File: config.mk
export PLATFORM = sky130hd
export DESIGN_NAME = hb_gate_ctrl
export DESIGN_NICKNAME = d
export VERILOG_FILES = /design/src/rtl/hb_pkg.sv /design/src/rtl/hb_sync.sv /design/src/rtl/hb_pwm_decode.sv /design/src/rtl/hb_fault.sv /design/src/rtl/hb_deadtime.sv /design/src/rtl/hb_gate_ctrl.sv
export SDC_FILE = /design/constraint.sdc
export NUM_CORES = 1
export LEC_CHECK = 0
export ABC_CLOCK_PERIOD_IN_PS = 2100
export BUFFER_PORTS_ARGS = -buffer_cell sky130_fd_sc_hd__buf_4
export CORE_MARGIN = 10
export CORE_UTILIZATION = 36
export DETAILED_ROUTE_END_ITERATION = 10
export PLACE_DENSITY = 0.62
export RECOVER_POWER = 25
export SLEW_MARGIN = 20
export SYNTH_ARGS = -nofsm -noshare
export SYNTH_HDL_FRONTEND = slang
export SYNTH_SLANG_ARGS = --single-unit
File: constraint.sdc
create_clock -name clk -period 2.1 [get_ports clk]
set_input_delay 0 -clock clk [delete_from_list [all_inputs] [get_ports clk]]
set_output_delay 0 -clock clk [all_outputs]
set_load 0.05 [all_outputs]
File: src/rtl/hb_pkg.sv
package hb_pkg;

  typedef enum logic [1:0] {
    CMD_LO  = 2'd0,
    CMD_HI  = 2'd1,
    CMD_OFF = 2'd2
  } cmd_e;

  typedef enum logic [2:0] {
    ST_IDLE    = 3'd0,
    ST_WAIT_HS = 3'd1,
    ST_HS_ON   = 3'd2,
    ST_WAIT_LS = 3'd3,
    ST_LS_ON   = 3'd4,
    ST_HOLD    = 3'd5
  } phase_e;

  localparam int NUM_ASYNC = 10;

endpackage

File: src/rtl/hb_sync.sv
module hb_sync #(
  parameter int W      = 1,
  parameter int STAGES = 2
) (
  input  logic         clk,
  input  logic         rst,
  input  logic [W-1:0] d,
  output logic [W-1:0] q
);

  logic [W-1:0] stg [STAGES];

  genvar gi;
  generate
    for (gi = 0; gi < STAGES; gi++) begin : g_stage
      if (gi == 0) begin : g_first
        always_ff @(posedge clk) begin
          if (rst) stg[gi] <= '0;
          else     stg[gi] <= d;
        end
      end else begin : g_next
        always_ff @(posedge clk) begin
          if (rst) stg[gi] <= '0;
          else     stg[gi] <= stg[gi-1];
        end
      end
    end
  endgenerate

  assign q = stg[STAGES-1];

endmodule

File: src/rtl/hb_pwm_decode.sv
module hb_pwm_decode
  import hb_pkg::*;
#(
  parameter int MID_HOLD_CYC = 40
) (
  input  logic clk,
  input  logic rst,
  input  logic hi_s,
  input  logic lo_s,
  output cmd_e cmd_q
);

  localparam int MW = $clog2(MID_HOLD_CYC + 1);

  logic [MW-1:0] mcnt;
  logic          tri_q;

  always_ff @(posedge clk) begin
    if (rst) begin
      cmd_q <= CMD_OFF;
      tri_q <= 1'b0;
      mcnt  <= '0;
    end else if (hi_s) begin
      cmd_q <= CMD_HI;
      tri_q <= 1'b0;
      mcnt  <= '0;
    end else if (lo_s) begin
      mcnt  <= '0;
      cmd_q <= tri_q ? CMD_OFF : CMD_LO;
    end else if (tri_q) begin
      cmd_q <= CMD_OFF;
    end else if (mcnt == MW'(MID_HOLD_CYC - 1)) begin
      tri_q <= 1'b1;
      cmd_q <= CMD_OFF;
      mcnt  <= '0;
    end else begin
      mcnt <= mcnt + 1'b1;
    end
  end


  mid_latch_hold_chk: assert property (@(posedge clk) disable iff (rst)
    (tri_q && !hi_s) |=> tri_q);


  mid_latch_off_chk: assert property (@(posedge clk) disable iff (rst)
    (tri_q && !hi_s) |=> (cmd_q == CMD_OFF));

endmodule

File: src/rtl/hb_fault.sv
module hb_fault (
  input  logic clk,
  input  logic rst,
  input  logic ss_s,
  input  logic swa_s,
  input  logic hs_on,
  output logic fault_q
);

  logic armed_q;

  always_ff @(posedge clk) begin
    if (rst) begin
      armed_q <= 1'b1;
      fault_q <= 1'b0;
    end else begin
      if (hs_on) armed_q <= 1'b0;
      if (armed_q && !hs_on && ss_s && swa_s) fault_q <= 1'b1;
    end
  end


  fault_sticky_chk: assert property (@(posedge clk) disable iff (rst)
    fault_q |=> fault_q);


  disarmed_quiet_chk: assert property (@(posedge clk) disable iff (rst)
    (!armed_q && !fault_q) |=> !fault_q);

endmodule

File: src/rtl/hb_deadtime.sv
module hb_deadtime
  import hb_pkg::*;
#(
  parameter int DT_HS_CYC     = 3,
  parameter int DT_LS_CYC     = 5,
  parameter int SENSE_TMO_CYC = 64
) (
  input  logic clk,
  input  logic rst,
  input  cmd_e cmd,
  input  logic run,
  input  logic force_ls,
  input  logic hs_off_s,
  input  logic ls_off_s,
  input  logic swlow_s,
  output logic hs_q,
  output logic ls_q
);

  localparam int DT_MAX = (DT_HS_CYC > DT_LS_CYC) ? DT_HS_CYC : DT_LS_CYC;
  localparam int DW     = $clog2(DT_MAX + 1);
  localparam int TW     = $clog2(SENSE_TMO_CYC + 1);

  phase_e        st, nxt;
  logic [DW-1:0] dcnt, dcnt_n;
  logic [TW-1:0] tcnt, tcnt_n;
  cmd_e          held, held_n;
  logic          hs_clear;

  assign hs_clear = hs_off_s && swlow_s;

  always_comb begin
    nxt    = st;
    dcnt_n = dcnt;
    tcnt_n = tcnt;
    held_n = held;
    if (force_ls || !run) begin
      nxt = ST_IDLE;
    end else begin
      case (st)
        ST_IDLE: begin
          if (cmd == CMD_HI)      nxt = ST_WAIT_HS;
          else if (cmd == CMD_LO) nxt = ST_WAIT_LS;
        end
        ST_WAIT_HS: begin
          if (cmd != CMD_HI) begin
            nxt = (cmd == CMD_LO) ? ST_WAIT_LS : ST_IDLE;
          end else if (!ls_off_s) begin
            dcnt_n = '0;
            if (tcnt == TW'(SENSE_TMO_CYC - 1)) begin
              nxt    = ST_HOLD;
              held_n = cmd;
            end else begin
              tcnt_n = tcnt + 1'b1;
            end
          end else if (dcnt == DW'(DT_HS_CYC - 1)) begin
            nxt = ST_HS_ON;
          end else begin
            dcnt_n = dcnt + 1'b1;
          end
        end
        ST_WAIT_LS: begin
          if (cmd != CMD_LO) begin
            nxt = (cmd == CMD_HI) ? ST_WAIT_HS : ST_IDLE;
          end else if (!hs_clear) begin
            dcnt_n = '0;
            if (tcnt == TW'(SENSE_TMO_CYC - 1)) begin
              nxt    = ST_HOLD;
              held_n = cmd;
            end else begin
              tcnt_n = tcnt + 1'b1;
            end
          end else if (dcnt == DW'(DT_LS_CYC - 1)) begin
            nxt = ST_LS_ON;
          end else begin
            dcnt_n = dcnt + 1'b1;
          end
        end
        ST_HS_ON: begin
          if (cmd != CMD_HI) nxt = (cmd == CMD_LO) ? ST_WAIT_LS : ST_IDLE;
        end
        ST_LS_ON: begin
          if (cmd != CMD_LO) nxt = (cmd == CMD_HI) ? ST_WAIT_HS : ST_IDLE;
        end
        ST_HOLD: begin
          if (cmd != held) nxt = ST_IDLE;
        end
        default: nxt = ST_IDLE;
      endcase
    end
    if (nxt != st) begin
      dcnt_n = '0;
      tcnt_n = '0;
    end
  end

  always_ff @(posedge clk) begin
    if (rst) begin
      st   <= ST_IDLE;
      dcnt <= '0;
      tcnt <= '0;
      held <= CMD_OFF;
      hs_q <= 1'b0;
      ls_q <= 1'b0;
    end else begin
      st   <= nxt;
      dcnt <= dcnt_n;
      tcnt <= tcnt_n;
      held <= held_n;
      hs_q <= (nxt == ST_HS_ON) && !force_ls;
      ls_q <= force_ls || (nxt == ST_LS_ON);
    end
  end


  no_overlap_chk: assert property (@(posedge clk) disable iff (rst)
    !(hs_q && ls_q));


  hs_after_ls_off_chk: assert property (@(posedge clk) disable iff (rst)
    $rose(hs_q) |-> ($past(ls_off_s) && !$past(force_ls)));


  ls_after_hs_clear_chk: assert property (@(posedge clk) disable iff (rst)
    $rose(ls_q) |-> ($past(force_ls) || $past(hs_clear)));


  stop_gates_chk: assert property (@(posedge clk) disable iff (rst)
    (!run && !force_ls) |=> (!hs_q && !ls_q));

endmodule

File: src/rtl/hb_gate_ctrl.sv
module hb_gate_ctrl
  import hb_pkg::*;
#(
  parameter int SYNC_STAGES   = 2,
  parameter int DT_HS_CYC     = 3,
  parameter int DT_LS_CYC     = 5,
  parameter int MID_HOLD_CYC  = 40,
  parameter int SENSE_TMO_CYC = 64
) (
  input  logic clk,
  input  logic rst,
  input  logic pwm_hi_i,
  input  logic pwm_lo_i,
  input  logic hs_off_i,
  input  logic ls_off_i,
  input  logic sw_low_i,
  input  logic supply_ok_i,
  input  logic ovt_i,
  input  logic ss_above_i,
  input  logic sw_above_i,
  input  logic dis_n_i,
  output logic hs_gate_o,
  output logic ls_gate_o,
  output logic dis_pull_o
);

  logic [NUM_ASYNC-1:0] raw, syn;
  logic hi_s, lo_s, hs_off_s, ls_off_s, swlow_s;
  logic sup_s, ovt_s, ss_s, swa_s, dis_n_s;
  logic fault_q, run;
  cmd_e cmd;

  assign raw = {pwm_hi_i, pwm_lo_i, hs_off_i, ls_off_i, sw_low_i,
                supply_ok_i, ovt_i, ss_above_i, sw_above_i, dis_n_i};

  hb_sync #(.W(NUM_ASYNC), .STAGES(SYNC_STAGES)) u_sync (
    .clk (clk),
    .rst (rst),
    .d   (raw),
    .q   (syn)
  );

  assign {hi_s, lo_s, hs_off_s, ls_off_s, swlow_s,
          sup_s, ovt_s, ss_s, swa_s, dis_n_s} = syn;

  hb_pwm_decode #(.MID_HOLD_CYC(MID_HOLD_CYC)) u_dec (
    .clk   (clk),
    .rst   (rst),
    .hi_s  (hi_s),
    .lo_s  (lo_s),
    .cmd_q (cmd)
  );

  hb_fault u_fault (
    .clk     (clk),
    .rst     (rst),
    .ss_s    (ss_s),
    .swa_s   (swa_s),
    .hs_on   (hs_gate_o),
    .fault_q (fault_q)
  );

  assign run = sup_s && dis_n_s && !ovt_s;

  hb_deadtime #(
    .DT_HS_CYC     (DT_HS_CYC),
    .DT_LS_CYC     (DT_LS_CYC),
    .SENSE_TMO_CYC (SENSE_TMO_CYC)
  ) u_dt (
    .clk      (clk),
    .rst      (rst),
    .cmd      (cmd),
    .run      (run),
    .force_ls (fault_q),
    .hs_off_s (hs_off_s),
    .ls_off_s (ls_off_s),
    .swlow_s  (swlow_s),
    .hs_q     (hs_gate_o),
    .ls_q     (ls_gate_o)
  );

  always_ff @(posedge clk) begin
    if (rst) dis_pull_o <= 1'b1;
    else     dis_pull_o <= fault_q || ovt_s || !sup_s;
  end


  fault_pulls_chk: assert property (@(posedge clk) disable iff (rst)
    fault_q |=> (dis_pull_o && ls_gate_o && !hs_gate_o));


  ovt_pulls_chk: assert property (@(posedge clk) disable iff (rst)
    ovt_s |=> dis_pull_o);

endmodule

==> impl_metrics.yaml, run 1 <==
setup_path:
  crit_path_end_kind: "register"
  cp_cell_sequence: "nand4bb_4 -> or3_4 -> a2111oi_4 -> mux2i_2 -> nand4_2 -> nor2_1"
  worstPathArrival_ps: 2270
  crit_slowest_cell: "mux2i_2"
  critPathTopFamily: "simple AND/OR/NAND/NOR gates"
  critPathLaunchType: "register"
  worstPathMaxFanout: 5
  path_class: "reg -> reg"
  cp_data_required_time_ps: 2330
  cp_num_buf_inv: 0
  cpPeakStageDelay_ps: 380
route:
  wl_per_cell_um: 13.0
  drt_pass1_iterations: 4
  drc_errors: 0
  first_iter_violations: 130
  vias: 1784
  vias_per_cell: 5.16
  final_antenna_net_count: 0
  drt_wl_total_mm: 4.49
clock_network:
  cts_buffer_depth: 2
  clock_sinks: 49
  htreeDepth: 2
  numCtsBuffers: 5
  clk_latency_ps: 300
  path_clk_slew_ps: 90
  cts_tree: "built"
  root_buffer: "clkbuf_8"
cells_and_area:
  final_util_pct: 45.5
  area_delta_synth_final_pct: 22.1
  drive_above_1_share_pct: 21.4
  nets: 287
  diodes: 0
yosys:
  synth_edf_count: 0
  synth_largest_area_cell: "dfxtp_1"
  yosys-top-cells-area: "dfxtp_1 (44%), nor2b_1 (6.8%), nor2_1 (6.5%)"
  syn_avg_cell_area_um2: 9.27
  synth_warnings: 0
  ys.flop_type: "dfxtp_1"
  yosysMostFrequentCell: "dfxtp_1"
  synth_cell_types: 52
  synth_top_area_share_pct: 44.5
  synth_common_cells: "dfxtp_1 (49), nor2_1 (38), nor2b_1 (24)"
  synth_area_um2: 2210
  synthesis.nets: 255
  synthArstFlopShare_pct: 0
  synth-seq-cells: 49
  ys_seq_area_share_pct: 44.5
  synthCells: 238
floorplan:
  start_util_pct: 37.3
  dieArea_um2: 9660
  core-area_um2: 5920
  die_width_um: 98.3
  row_count: 28
  boundaryPins: 15
  fp.dieH_um: 98.3
pwr:
  leakagePower_nw: 0.974
  switching_share_pct: 21.8
  share_comb_of_total_power_pct: 6.0
  p_seq_share_pct: 57.9
  clockPowerShare_pct: 36.1
  p_int_mw: 1.31
  power_density_nw_per_um2: 624
  p_total_mw: 1.68
  vdd_drop_max_mv: 0.505
  power.switching_uw: 367
global_routing:
  grt_pass1_vias: 1654
  grt_max_degree: 35
  grt_pass1_wl_mm: 7.44
  grt-ovfl-total: 0
  antenna_found_initial: 0
  grtUsageTotal_pct: 9.03
sta:
  rsz0062_at_grt: "true"
  slew_headroom_pct: 70.2
  setup_viol: 0
  fmax_ghz: 0.489
  setup-tns-final_ps: 0
  slew_viol_final: 0
  skew_ps: 8.95
  period_share_pct: 97.4
  finalCriticalPeriod_ps: 2040
  hold_violations: 0
  finalHoldWorstSlack_ps: 74.3
  tightestPinTransition_ps: 435
  layout_setup_ws_ps: 55.4
place:
  gp_congestion: 0.876
  dpl.hpwl_mm: 3.10
  post-place-ws_ps: 38.0
  io_buffer_count: 14
run:
  maxCapViolCount: 0
worst_hold_path:
  worstHoldPathType: "in -> reg"
status:
  status: "finished clean"
worst paths after layout:
check | to | from | cells after the start | slack, ps
worst max-delay path | u_dt.tcnt[6] | u_sync.stg[1][3] | 6 | 60
worst min register to register | u_dt.st[1] | u_fault.fault_q | 1 | 440
worst max register to register | u_dt.tcnt[6] | u_sync.stg[1][3] | 6 | 60
worst min-delay path | u_dt.ls_q | rst | 2 | 70
power groups by stage:
stage | Clock [mW] | Combinational [mW] | Sequential, mW
global placement | 0 | 0.0806 | 0.995
CTS | 0.630 | 0.0971 | 0.974
global route | 0.666 | 0.113 | 0.976
detailed placement | 0 | 0.0821 | 0.996
finish | 0.606 | 0.101 | 0.972
floorplan | 0 | 0.0601 | 0.987
routing by layer:
layer  vias up  global-route usage, %  part of all wire [%]
li1        890                      -                     -
met1       827                   10.2                    45
met2        58                   14.7                    47
met3         9                   2.89                   5.5
met4         0                   5.18                   2.7
met5         -                      0                     0
registers in the layout (all words and copies together) (netlist names):
register and cells:
u_sync.stg 20, u_dt.tcnt 7, u_dec.mcnt 6, u_dt.dcnt 3, u_dt.st 3, u_dec.cmd_q 2
u_dt.held 2, dis_pull_o 1, u_dec.tri_q 1, u_dt.hs_q 1, u_dt.ls_q 1, u_fault.armed_q 1
u_fault.fault_q 1
kinds of logic after synthesis:
logic type / share of synthesized area, %
and+or+nand+nor: 28.6
DFF: 44.5
AOI/OAI and AO/OA: 12.9
buffers and inverters: 3.80
xor gates and xnor gates: 5.16
muxes: 2.27
adders and majority gates: 2.84
layout make-up:
cell class / count / area [um2]
Tap cell: 75 / 93.8
Fill cell: 545 / 3230
Inverter: 10 / 37.5
Multi-Input combinational cell: 170 / 1180
Timing Repair Buffer: 34 / 280
Clock inverter: 1 / 8.76
Sequential cell: 49 / 992
Clock buffer: 7 / 96.3
metrics by stage:
| stage | instance area [um2] | std cells |
|---|---|---|
| floorplan | 2210 | 238 |
| global placement | 2410 | 324 |
| detailed placement | 2410 | 324 |
| CTS | 2620 | 342 |
| global route | 2690 | 346 |
| finish | 2690 | 346 |
placed cells by master (no fill, tap or decap), drive strengths merged, types with 3 or more instances in the layout:
master and instances:
nand2 8, nand3b 3, nor2b 24, ha 5, nand3 3, dlygate4sd3 10, nand4b 4, xor2 5
a21o 4, or3 3, a21oi 12, buf 23, o21ai 5, nor2 38, inv 11, nor3 5
xnor2 8, mux2i 5, nand4 7, clkbuf 8, o21bai 4, dfxtp 49
repair_timing:
action / in CTS / in global routing
resized for setup: 0 / 16
endpoints found under the setup margin: 0 / 10
setup buffers: 0 / 3
hold buffers: 10 / 0
hold endpoints to repair: 10 / 0
No activity file was read; power rests on OpenSTA's default activity.
==> run 2: changes to the inputs <==
==> constraint.sdc (replaced) <==
create_clock -name clk -period 2.1 [get_ports clk]
set_input_delay 0.315 -clock clk [delete_from_list [all_inputs] [get_ports clk]]
set_output_delay 0.315 -clock clk [all_outputs]
set_load 0.05 [all_outputs]
==> run 2 against run 1 <==
Net effect: non-clock buffer count decreased by 10; global-route usage decreased by 0.23 points; sequential power about the same; critical path depth unchanged; power decreased by 1.1%; clock skew about the same.
==> impl_metrics.yaml, run 2 (same netlist as run 1, synthesis figures left out) <==
pwr:
  power_density_nw_per_um2: 641
  p_total_mw: 1.66
  switching_share_pct: 21.7
  power.switching_uw: 360
  p_int_mw: 1.30
  leakagePower_nw: 0.928
  clockPowerShare_pct: 36.3
  vdd_drop_max_mv: 0.504
  p_seq_share_pct: 58.5
  share_comb_of_total_power_pct: 5.2
setup_path:
  path_class: "reg -> reg"
  crit_path_end_kind: "register"
  worstPathArrival_ps: 2270
  worstSetupEndpoint: "u_dt.tcnt[6]"
  worstPathMaxFanout: 5
  reg2reg_slack_ps: 60
  cpPeakStageDelay_ps: 380
  timing.rr.end: "u_dt.tcnt[6]"
  critPathLaunchType: "register"
  cp_data_required_time_ps: 2330
  crit_slowest_cell: "mux2i_2"
  cp_cell_sequence: "nand4bb_4 -> or3_4 -> a2111oi_4 -> mux2i_2 -> nand4_2 -> nor2_1"
  worstRegToRegCells: 6
  rr_startpoint: "u_fault.fault_q"
  crit_start: "u_fault.fault_q"
clock_network:
  cts_buffer_depth: 2
  clock_sinks: 49
  numCtsBuffers: 5
  path_clk_slew_ps: 90
  htreeDepth: 2
  clk_latency_ps: 300
  cts_tree: "built"
  root_buffer: "clkbuf_8"
sta:
  setup-tns-final_ps: 0
  slew_viol_final: 0
  period_share_pct: 97.0
  finalHoldWorstSlack_ps: 220
  hold_violations: 0
  slew_headroom_pct: 9.43
  layout_setup_ws_ps: 63.1
  fmax_ghz: 0.491
  tightestPinTransition_ps: 1360
  finalCriticalPeriod_ps: 2040
  skew_ps: 8.83
  setup_viol: 0
  rsz0062_at_grt: "true"
cells_and_area:
  nets: 277
  final_common_cell: "dfxtp_1"
  area_delta_synth_final_pct: 17.4
  largest-register: "u_sync.stg"
  n_fill_cell: 560
  mostFrequentLayoutCells: "dfxtp_1 (42), nor2_1 (37), nor2b_1 (24)"
  final_cells: 336
  largest_reg_flops: 20
  top_regs: "u_sync.stg x20, u_dt.tcnt x7, u_dec.mcnt x6"
  diodes: 0
  drive_above_1_share_pct: 21.8
route:
  vias_per_cell: 5.19
  wl_per_cell_um: 13.1
  vias: 1745
  drt_pass1_iterations: 4
  final_antenna_net_count: 0
  first_iter_violations: 132
  drc_errors: 0
  drt_wl_total_mm: 4.40
place:
  io_buffer_count: 14
  dpl.hpwl_mm: 3.10
  gp_congestion: 0.876
  post-place-ws_ps: 38.0
  place_inst: 324
global_routing:
  grt-ovfl-total: 0
  grt_pass1_wl_mm: 7.23
  grt_max_degree: 35
  grtUsageTotal_pct: 8.80
  grt_pass1_vias: 1617
  antenna_found_initial: 0
floorplan:
  dieArea_um2: 9660
  start_util_pct: 37.3
  die_width_um: 98.3
  boundaryPins: 15
  core-area_um2: 5920
  row_count: 28
  fp.dieH_um: 98.3
run:
  maxCapViolCount: 0
status:
  status: "finished clean"
worst_hold_path:
  worstHoldPathType: "in -> reg"
## run 2: what timing repair did
action | CTS | global route
buffers inserted | 0 | 3
endpoints found under the setup margin | 0 | 10
gates resized for setup | 0 | 16
hold buffers | 0 | 0
## run 2: cell type report
cell class	count	area (um2)	area share (%)
multi-input cells	170	1180	45.7
flip-flops and latches	49	992	38.3
repair buffers	24	176	6.81
clock buffers	7	96.3	3.72
well taps	75	93.8	3.62
inverters	10	37.5	1.45
clock inverters	1	8.76	0.338
## run 2: critical path, delay by kind of cell (launching register included)
family / cells / cell delay (ps)
flops: 1 / 340
compound gates: 1 / 290
mux: 1 / 380
simple gates: 4 / 960
## run 2: routing by layer
| metal | up-vias | wire (um) | global-route usage [%] |
|---|---|---|---|
| met1 | 807 | 1940 | 9.95 |
| met2 | 61 | 2080 | 14.2 |
| met3 | 6 | 276 | 2.82 |
| met4 | 0 | 105 | 5.18 |
| met5 | - | 0 | 0 |
| li1 | 871 | - | - |
## run 2: power groups by stage
stage / clock network, mW / logic, mW / registers (mW)
after floorplan: 0 / 0.0601 / 0.987
after global placement: 0 / 0.0806 / 0.995
after detailed placement: 0 / 0.0821 / 0.996
after CTS: 0.630 / 0.0824 / 0.974
after global routing: 0.666 / 0.0961 / 0.976
final: 0.603 / 0.0857 / 0.972
## run 2: stage by stage
step	utilization, %	instance area [um2]
after floorplan	-	2210
after global placement	40.7	2410
after detailed placement	40.7	2410
after CTS	42.5	2520
after global routing	43.7	2590
final	43.7	2590
## run 2: worst min-delay path by stage
stage,startpoint,to,slack [ps],cells after the start
floorplan,rst,u_dt.st[1],390,1
global placement,u_sync.stg[0][0],u_sync.stg[1][0],420,1
detailed placement,u_sync.stg[0][8],u_sync.stg[1][8],420,1
CTS,ls_off_i,u_sync.stg[0][6],210,2
finish,pwm_lo_i,u_sync.stg[0][8],220,2
global route,pwm_lo_i,u_sync.stg[0][8],210,2
